## config.mk

```make
export PLATFORM = sky130hd
export DESIGN_NAME = mem_sleep_seq
export DESIGN_NICKNAME = d
export VERILOG_FILES = /design/src/rtl/mss_pkg.sv /design/src/rtl/mss_sync.sv /design/src/rtl/mss_fsm.sv /design/src/rtl/mss_guard.sv /design/src/rtl/mem_sleep_seq.sv
export SDC_FILE = /design/constraint.sdc
export NUM_CORES = 1
export LEC_CHECK = 0
export BUFFER_PORTS_ARGS = -buffer_cell sky130_fd_sc_hd__buf_2
export CAP_MARGIN = 40
export CORE_AREA = 2 2 39 41
export CTS_CLUSTER_DIAMETER = 80
export DETAILED_ROUTE_END_ITERATION = 8
export DIE_AREA = 0 0 41 43
export PLACE_DENSITY = 0.54
export SYNTH_ARGS = -nofsm -noshare
export SYNTH_HDL_FRONTEND = slang
export SYNTH_SLANG_ARGS = --single-unit
```

## constraint.sdc

```tcl
create_clock -name clk_i -period 1.68 [get_ports clk_i]
set_clock_uncertainty 0.15 [all_clocks]
set_input_delay 0.168 -clock clk_i [delete_from_list [all_inputs] [get_ports clk_i]]
set_output_delay 0.168 -clock clk_i [all_outputs]
set_load 0.02 [all_outputs]
```

## src/rtl/mss_pkg.sv

```systemverilog
`timescale 1ns/1ps
package mss_pkg;

  // Sequencer phases; order carries no meaning outside the FSM.
  typedef enum logic [2:0] {
    ST_AWAKE  = 3'd0,
    ST_ENTER  = 3'd1,
    ST_ASLEEP = 3'd2,
    ST_EXIT   = 3'd3,
    ST_RECOV  = 3'd4
  } mss_state_e;

endpackage

```

## src/rtl/mss_sync.sv

```systemverilog
`timescale 1ns/1ps
// Multi-flop synchronizer for a level that is asynchronous to clk_i.
module mss_sync #(
  parameter int STAGES = 2
) (
  input  logic clk_i,
  input  logic rst_ni,
  input  logic async_i,
  output logic sync_o
);

  logic [STAGES-1:0] chain_q;
  logic [STAGES-1:0] chain_d;

  generate
    if (STAGES == 1) begin : g_one
      assign chain_d = async_i;
    end else begin : g_many
      assign chain_d = {chain_q[STAGES-2:0], async_i};
    end
  endgenerate

  always_ff @(posedge clk_i or negedge rst_ni) begin
    if (!rst_ni) begin
      chain_q <= '0;
    end else begin
      chain_q <= chain_d;
    end
  end

  assign sync_o = chain_q[STAGES-1];

endmodule

```

## src/rtl/mss_fsm.sv

```systemverilog
`timescale 1ns/1ps
// Phase sequencer: fixed-length entry, exit and recovery phases.
module mss_fsm
  import mss_pkg::*;
#(
  parameter int ENTRY_CYC = 2,
  parameter int EXIT_CYC  = 2,
  parameter int RECOV_CYC = 2
) (
  input  logic       clk_i,
  input  logic       rst_ni,
  input  logic       req_s_i,
  output mss_state_e state_o,
  output logic       enter_start_o
);

  localparam int MAX_AB  = (ENTRY_CYC > EXIT_CYC) ? ENTRY_CYC : EXIT_CYC;
  localparam int MAX_CYC = (MAX_AB > RECOV_CYC) ? MAX_AB : RECOV_CYC;
  localparam int CNT_W   = $clog2(MAX_CYC + 1);

  localparam logic [CNT_W-1:0] ENT_LAST = CNT_W'(ENTRY_CYC - 1);
  localparam logic [CNT_W-1:0] EXT_LAST = CNT_W'(EXIT_CYC - 1);
  localparam logic [CNT_W-1:0] REC_LAST = CNT_W'(RECOV_CYC - 1);

  mss_state_e       state_q, state_d;
  logic [CNT_W-1:0] cnt_q, cnt_d;
  logic             upd_en;

  // Next-state and phase counter.
  always_comb begin
    state_d = state_q;
    cnt_d   = cnt_q;
    unique case (state_q)
      ST_AWAKE: begin
        cnt_d = '0;
        if (req_s_i) state_d = ST_ENTER;
      end
      ST_ENTER: begin
        if (cnt_q == ENT_LAST) begin
          state_d = ST_ASLEEP;
          cnt_d   = '0;
        end else begin
          cnt_d = cnt_q + 1'b1;
        end
      end
      ST_ASLEEP: begin
        cnt_d = '0;
        if (!req_s_i) state_d = ST_EXIT;
      end
      ST_EXIT: begin
        if (cnt_q == EXT_LAST) begin
          state_d = ST_RECOV;
          cnt_d   = '0;
        end else begin
          cnt_d = cnt_q + 1'b1;
        end
      end
      ST_RECOV: begin
        if (cnt_q == REC_LAST) begin
          state_d = ST_AWAKE;
          cnt_d   = '0;
        end else begin
          cnt_d = cnt_q + 1'b1;
        end
      end
      default: begin
        state_d = ST_AWAKE;
        cnt_d   = '0;
      end
    endcase
  end

  assign upd_en = (state_d != state_q) || (cnt_d != cnt_q);

  always_ff @(posedge clk_i or negedge rst_ni) begin
    if (!rst_ni) begin
      state_q <= ST_AWAKE;
      cnt_q   <= '0;
    end else if (upd_en) begin
      state_q <= state_d;
      cnt_q   <= cnt_d;
    end
  end

  assign state_o       = state_q;
  assign enter_start_o = (state_q == ST_AWAKE) && req_s_i;

endmodule

```

## src/rtl/mss_guard.sv

```systemverilog
`timescale 1ns/1ps
// Select gating, protocol-error latch and abort pulse.
module mss_guard
  import mss_pkg::*;
#(
  parameter int NUM_SEL = 3
) (
  input  logic               clk_i,
  input  logic               rst_ni,
  input  mss_state_e         state_i,
  input  logic               enter_start_i,
  input  logic [NUM_SEL-1:0] sel_i,
  input  logic               acc_pend_i,
  output logic               cmd_o,
  output logic               sleep_o,
  output logic               busy_o,
  output logic               abort_o,
  output logic               err_o
);

  logic sel_all;
  logic busy;
  logic err_q, err_d, err_en;
  logic abort_q, abort_d;

  assign sel_all = &sel_i;
  assign busy    = (state_i != ST_AWAKE);

  assign err_d   = 1'b1;
  assign err_en  = busy && sel_all && !err_q;
  assign abort_d = enter_start_i && acc_pend_i;

  always_ff @(posedge clk_i or negedge rst_ni) begin
    if (!rst_ni) begin
      err_q <= 1'b0;
    end else if (err_en) begin
      err_q <= err_d;
    end
  end

  always_ff @(posedge clk_i or negedge rst_ni) begin
    if (!rst_ni) begin
      abort_q <= 1'b0;
    end else begin
      abort_q <= abort_d;
    end
  end

  assign cmd_o   = sel_all && !busy;
  assign sleep_o = (state_i == ST_ASLEEP) || (state_i == ST_EXIT);
  assign busy_o  = busy;
  assign abort_o = abort_q;
  assign err_o   = err_q;

endmodule

```

## src/rtl/mem_sleep_seq.sv

```systemverilog
`timescale 1ns/1ps
// Top: sleep-state sequencer for a synchronous memory.
module mem_sleep_seq
  import mss_pkg::*;
#(
  parameter int NUM_SEL     = 3,
  parameter int SYNC_STAGES = 2,
  parameter int ENTRY_CYC   = 2,
  parameter int EXIT_CYC    = 2,
  parameter int RECOV_CYC   = 2
) (
  input  logic               clk_i,
  input  logic               rst_ni,
  input  logic               sleep_req_i,
  input  logic [NUM_SEL-1:0] sel_i,
  input  logic               acc_pend_i,
  output logic               cmd_o,
  output logic               sleep_o,
  output logic               busy_o,
  output logic               abort_o,
  output logic               err_o
);

  logic       req_s;
  logic       enter_start;
  mss_state_e state;

  mss_sync #(
    .STAGES (SYNC_STAGES)
  ) u_sync (
    .clk_i   (clk_i),
    .rst_ni  (rst_ni),
    .async_i (sleep_req_i),
    .sync_o  (req_s)
  );

  mss_fsm #(
    .ENTRY_CYC (ENTRY_CYC),
    .EXIT_CYC  (EXIT_CYC),
    .RECOV_CYC (RECOV_CYC)
  ) u_fsm (
    .clk_i         (clk_i),
    .rst_ni        (rst_ni),
    .req_s_i       (req_s),
    .state_o       (state),
    .enter_start_o (enter_start)
  );

  mss_guard #(
    .NUM_SEL (NUM_SEL)
  ) u_guard (
    .clk_i         (clk_i),
    .rst_ni        (rst_ni),
    .state_i       (state),
    .enter_start_i (enter_start),
    .sel_i         (sel_i),
    .acc_pend_i    (acc_pend_i),
    .cmd_o         (cmd_o),
    .sleep_o       (sleep_o),
    .busy_o        (busy_o),
    .abort_o       (abort_o),
    .err_o         (err_o)
  );

endmodule

```

==> results_dict.tcl, run 1 <==
set metrics [dict create \
    routed_wl_um 596 \
    coreArea_um2 1384 \
    leakage_nw 0.2381 \
    postPlaceCellArea_um2 434.2 \
    antenna_found_initial 0 \
    syn_inst 29 \
    arrival_ns 1.24 \
    synth_fp_nets 36 \
    grt_max_degree 10 \
    crit_required_ns 1.36 \
    setup_viol 0 \
    min_path_type "primary input to register" \
    period_share 0.9260 \
    gp_congestion 0.6272 \
    synth.distinct_cells 18 \
    drive_gt1_frac 0.4043 \
    ys_ff_latch 9 \
    dieArea_um2 1763 \
    slew_violations 0 \
    diodes 0 \
    initialDrtViolationCount 1 \
    initial_core_util 0.2595 \
    end_kind "output port" \
    dieWidth_um 41 \
    layout_commonest_cell "buf_2" \
    path_clk_slew_ns 0.06 \
    post_cts_buffers 0 \
    top_level_ports 12 \
    grt_pass1_wl_um 993 \
    cap_viol_max_count 0 \
    path_class "register to output port" \
    num_vias 268 \
    dp_hpwl_um 431.5 \
    fillers 142 \
    cp_max_fo 6 \
    ir_worst_vdd_v 0.0006589 \
    track_usage 0.09045 \
    rsz0062_at_grt "no" \
    power.density_nw_per_um2 1560 \
    synth.avg_cell_area_um2 12.38 \
    ant_nets 0 \
    wl_per_cell_um 9.460 \
    post_drt_via_cell_ratio 4.254 \
    clock-sinks 9 \
    layout.nets 55 \
    finalCriticalPeriod_ns 1.556 \
    ys_seq_area_frac 0.6272 \
    setup_tns_ns 0 \
    dp.cells 56 \
    clock_latency_ns 0.26 \
    yosysWarnings 0 \
    min_path_cells 3 \
    relSlewSlack 0.8422 \
    grt.overflow.total 0 \
    area_delta_synth_final_pct 40.07 \
    die_h_um 43 \
    fin_area_um2 503.0 \
    cts_buffers 3 \
    final_util 0.3635 \
    drc 0 \
    hold_viol_final 0 \
    numPortBuffers 11 \
    cp-start-kind "register" \
    max_clock_freq_mhz 642.8 \
    status "complete, no violations" \
    r2r_cells 2 \
    htreeDepth 1 \
    netlist_area_um2 359.1 \
    cts_root_buf "clkbuf_4" \
    first_global_vias 243 \
    rows 14 \
    layout_common_cells "buf_2 (11), dfrtp_1 (8), nor2_1 (3), clkbuf_4 (3), dlygate4sd3_1 (3)" \
    firstDrtPassIters 5 \
    cts_buffer_depth 2 \
    cts_tree "yes" \
    fin_cells 63 \
    tightestPinTransition_ns 0.2366 \
]
## cell type report
cell class,instances,area (um2),share of cell area
sequential,9,226.5,0.4502
multi-input combinational,18,137.6,0.2736
timing repair buffer,14,85.08,0.1692
clock buffer,4,26.28,0.05224
tap,16,20.02,0.03980
inverter,2,7.507,0.01493
## worst paths after layout
kind / startpoint / endpoint / slack, ns
max: u_fsm.state_o[0] / cmd_o / 0.12
min: sel_i[1] / u_guard.err_o / 0.04
max reg2reg: u_fsm.state_o[1] / u_fsm.cnt_q[1] / 0.30
min reg2reg: u_sync.chain_q[0] / u_sync.chain_q[1] / 0.20
max in group asynchronous: rst_ni / u_fsm.state_o[2] / 1.04
min in group asynchronous: rst_ni / u_fsm.state_o[0] / 0.13
## metal layers
metal,wire (um),up-vias,global-route usage
met4,0,0,0.02000
met1,247,124,0.1137
met2,289,7,0.1063
met5,0,-,0
met3,58,0,0.09424
li1,-,137,-
## cells in the mapped netlist
master / number / area share
or4b_1: 1 / 0.028
mux2_2: 1 / 0.031
and2b_2: 1 / 0.024
nor2_1: 3 / 0.031
a21boi_1: 1 / 0.021
inv_1: 2 / 0.021
a32o_1: 1 / 0.028
or3b_2: 1 / 0.024
dfrtp_1: 9 / 0.63
and3_1: 1 / 0.017
a211oi_1: 1 / 0.021
nor3_1: 1 / 0.014
nand2b_1: 1 / 0.017
nand2_1: 1 / 0.010
xnor2_1: 1 / 0.024
o21bai_1: 1 / 0.021
and3b_1: 1 / 0.024
nand3_1: 1 / 0.014
## metrics by stage
step	setup slack, ns	power (mW)	hold WS [ns]
floorplan	0.1901	0.5218	-0.2776
global placement	0.3119	0.5964	-0.1182
detailed placement	0.2644	0.5973	-0.1198
CTS	0.05249	0.7827	0.03563
global route	0.01488	0.8567	0.03267
finish	0.1244	0.7847	0.04131
## cells by family after synthesis
kind of cell	share of synthesized area
buffers and inverters	0.02091
muxes	0.03136
AOI/OAI and AO/OA	0.09062
xor gates and xnor gates	0.02439
and+or+nand+nor	0.2056
DFF	0.6272
## what timing repair did
action                     4_1_cts  5_1_grt
setup endpoints to repair        1        1
pin swaps                        0        1
hold endpoints to repair        11        0
hold buffers                     3        0
gates cloned                     0        0
gates resized for setup          1        2
## worst max-delay path, stage by stage (launching register included)
cell     delay (ns)
dfrtp_1        0.45
nor3_4         0.21
inv_1          0.07
nor2_1         0.09
buf_2          0.16
## power by group
| group | internal (mW) | switching (mW) | leakage, nW |
|---|---|---|---|
| clock | 0.0912 | 0.0713 | 0.0150 |
| sequential | 0.273 | 0.0775 | 0.108 |
| combinational | 0.139 | 0.133 | 0.115 |
## sequential cells by signal (all words and copies together), names as in the netlist
register / count
u_fsm.cnt_q: 2
u_fsm.state_o: 3
u_guard.abort_o: 1
u_sync.chain_q: 2
u_guard.err_o: 1
No activity file was read; power rests on OpenSTA's default activity.
==> inputs of run 2 (changes only) <==
CTS_CLUSTER_SIZE = 12   (was not set)
GPL_TIMING_DRIVEN = 0   (was not set)
clock period = 1.7 ns   (was 1.68 ns; I/O delays follow)
==> results_dict.tcl, run 2 (synthesized netlist as in run 1, its figures left out) <==
set metrics [dict create \
    rows 14 \
    cts_tree "yes" \
    r2r_cells 2 \
    end_kind "output port" \
    gp_congestion 0.7080 \
    rsz0062_at_grt "no" \
    path_cells "nor3_2 > inv_1 > nor2_1 > buf_2" \
    post_drt_via_cell_ratio 4.302 \
    status "complete, no violations" \
    relSlewSlack 0.8601 \
    switching_share 0.3606 \
    htreeDepth 1 \
    track_usage 0.08545 \
    switching_power_mw 0.2740 \
    finalCriticalPeriod_ns 1.616 \
    final_util 0.3590 \
    critPathSlowestCell "dfrtp_1" \
    path_class "register to output port" \
    dieWidth_um 41 \
    coreArea_um2 1384 \
    ant_nets 0 \
    layout.nets 55 \
    clock_latency_ns 0.26 \
    numPortBuffers 11 \
    die_h_um 43 \
    path_clk_slew_ns 0.06 \
    top_level_ports 12 \
    largest_reg_flops 3 \
    firstDrtPassIters 3 \
    clkPwrFrac 0.210 \
    min_path_type "primary input to register" \
    initialDrtViolationCount 5 \
    first_global_vias 255 \
    ff2ff_setup_slack_ns 0.32 \
    comb_power_share 0.352 \
    layout_common_cells "buf_2 (11), dfrtp_1 (9), nor2_1 (3), clkbuf_4 (3), dlygate4sd3_1 (3)" \
    diodes 0 \
    area_delta_synth_final_pct 38.33 \
    power.density_nw_per_um2 1530 \
    grt.overflow.total 0 \
    fillers 138 \
    min_from "sel_i[1]" \
    dp_hpwl_um 446.8 \
    dieArea_um2 1763 \
    wl_per_cell_um 9.381 \
    num_vias 271 \
    p_int_mw 0.4859 \
    crit_required_ns 1.38 \
    endpoint "cmd_o" \
    cap_viol_max_count 0 \
    r2r_end "u_fsm.cnt_q[1]" \
    fin_hold_ws_ns 0.03282 \
    cp-start-kind "register" \
    slowest_delay_ns 0.44 \
    cp_max_fo 6 \
    initial_core_util 0.2595 \
    cts_buffer_depth 2 \
    routed_wl_um 591 \
    period_share 0.9504 \
    ir_worst_vdd_v 0.0006428 \
    max_clock_freq_mhz 618.9 \
    grt_max_degree 10 \
    leakage_nw 0.2411 \
    cts_buffers 3 \
    crit_path_start "u_fsm.state_o[1]" \
    setup_tns_ns 0 \
    cts_root_buf "clkbuf_4" \
    drc 0 \
    seq_power_share 0.438 \
    tightestPinTransition_ns 0.2087 \
    antenna_found_initial 0 \
    min_path_cells 3 \
    postPlaceCellArea_um2 434.2 \
    fin_area_um2 496.7 \
    clock-sinks 9 \
    hold_viol_final 0 \
    r2r-start "u_fsm.state_o[1]" \
    slew_violations 0 \
    drive_gt1_frac 0.4043 \
    dp.cells 56 \
    layout_commonest_cell "buf_2" \
    arrival_ns 1.30 \
    grt_pass1_wl_um 959 \
    setup_viol 0 \
    fin_cells 63 \
]
-- run 2: changes by cell type in the layout (fill, tap and decap cells not counted), sizes merged --
cell | before | now
clkinv | 0 | 1
clkbuf | 4 | 3
-- run 2: power by group through the flow --
stage	clock network, mW	registers (mW)	logic [mW]
floorplan	0	0.322	0.194
global route	0.176	0.344	0.299
finish	0.159	0.333	0.268
CTS	0.169	0.333	0.273
global placement	0	0.331	0.256
detailed placement	0	0.331	0.262
-- run 2: critical path, delay by kind of cell, from the launching register on --
family	cells	cell delay, ns
buffers and inverters	2	0.24
DFF	1	0.44
and+or+nand+nor	2	0.36
-- run 2: worst min-delay path by stage --
| stage | to | slack, ns |
|---|---|---|
| after floorplan | u_fsm.cnt_q[0] | -0.28 |
| after global placement | u_fsm.state_o[0] | -0.12 |
| after detailed placement | u_fsm.state_o[0] | -0.12 |
| after CTS | u_guard.err_o | 0.03 |
| after global routing | u_guard.err_o | 0.06 |
| final | u_guard.err_o | 0.03 |
-- run 2: metal layers --
metal  GRT usage  routed length, um  part of all wire  vias up
met1     0.09732                282              0.48      126
met4     0.02000                  0                 0        0
met2      0.1156                285              0.48        4
li1            -                  -                 -      141
met5           0                  0                 0        -
met3     0.07853                 24             0.041        0
-- run 2: layout make-up --
class	instances	area, um2	area share
clock buffer	3	22.52	0.04534
inverter	2	7.507	0.01511
tap	16	20.02	0.04030
clock inverter	1	5.005	0.01008
timing repair buffer	14	85.08	0.1713
sequential	9	225.2	0.4534
multi-input combinational	18	131.4	0.2645
-- run 2: repair_timing --
item,CTS,global route
endpoints found under the setup margin,1,0
hold buffers,3,0
resized for setup,1,0
hold endpoints to repair,11,0
buffers inserted,0,0
-- run 2: through the flow --
stage	worst slack (ns)	power [mW]
floorplan	0.2081	0.5156
global placement	0.2882	0.5876
detailed placement	0.2900	0.5930
CTS	0.06226	0.7758
global route	0.006579	0.8193
finish	0.08432	0.7600
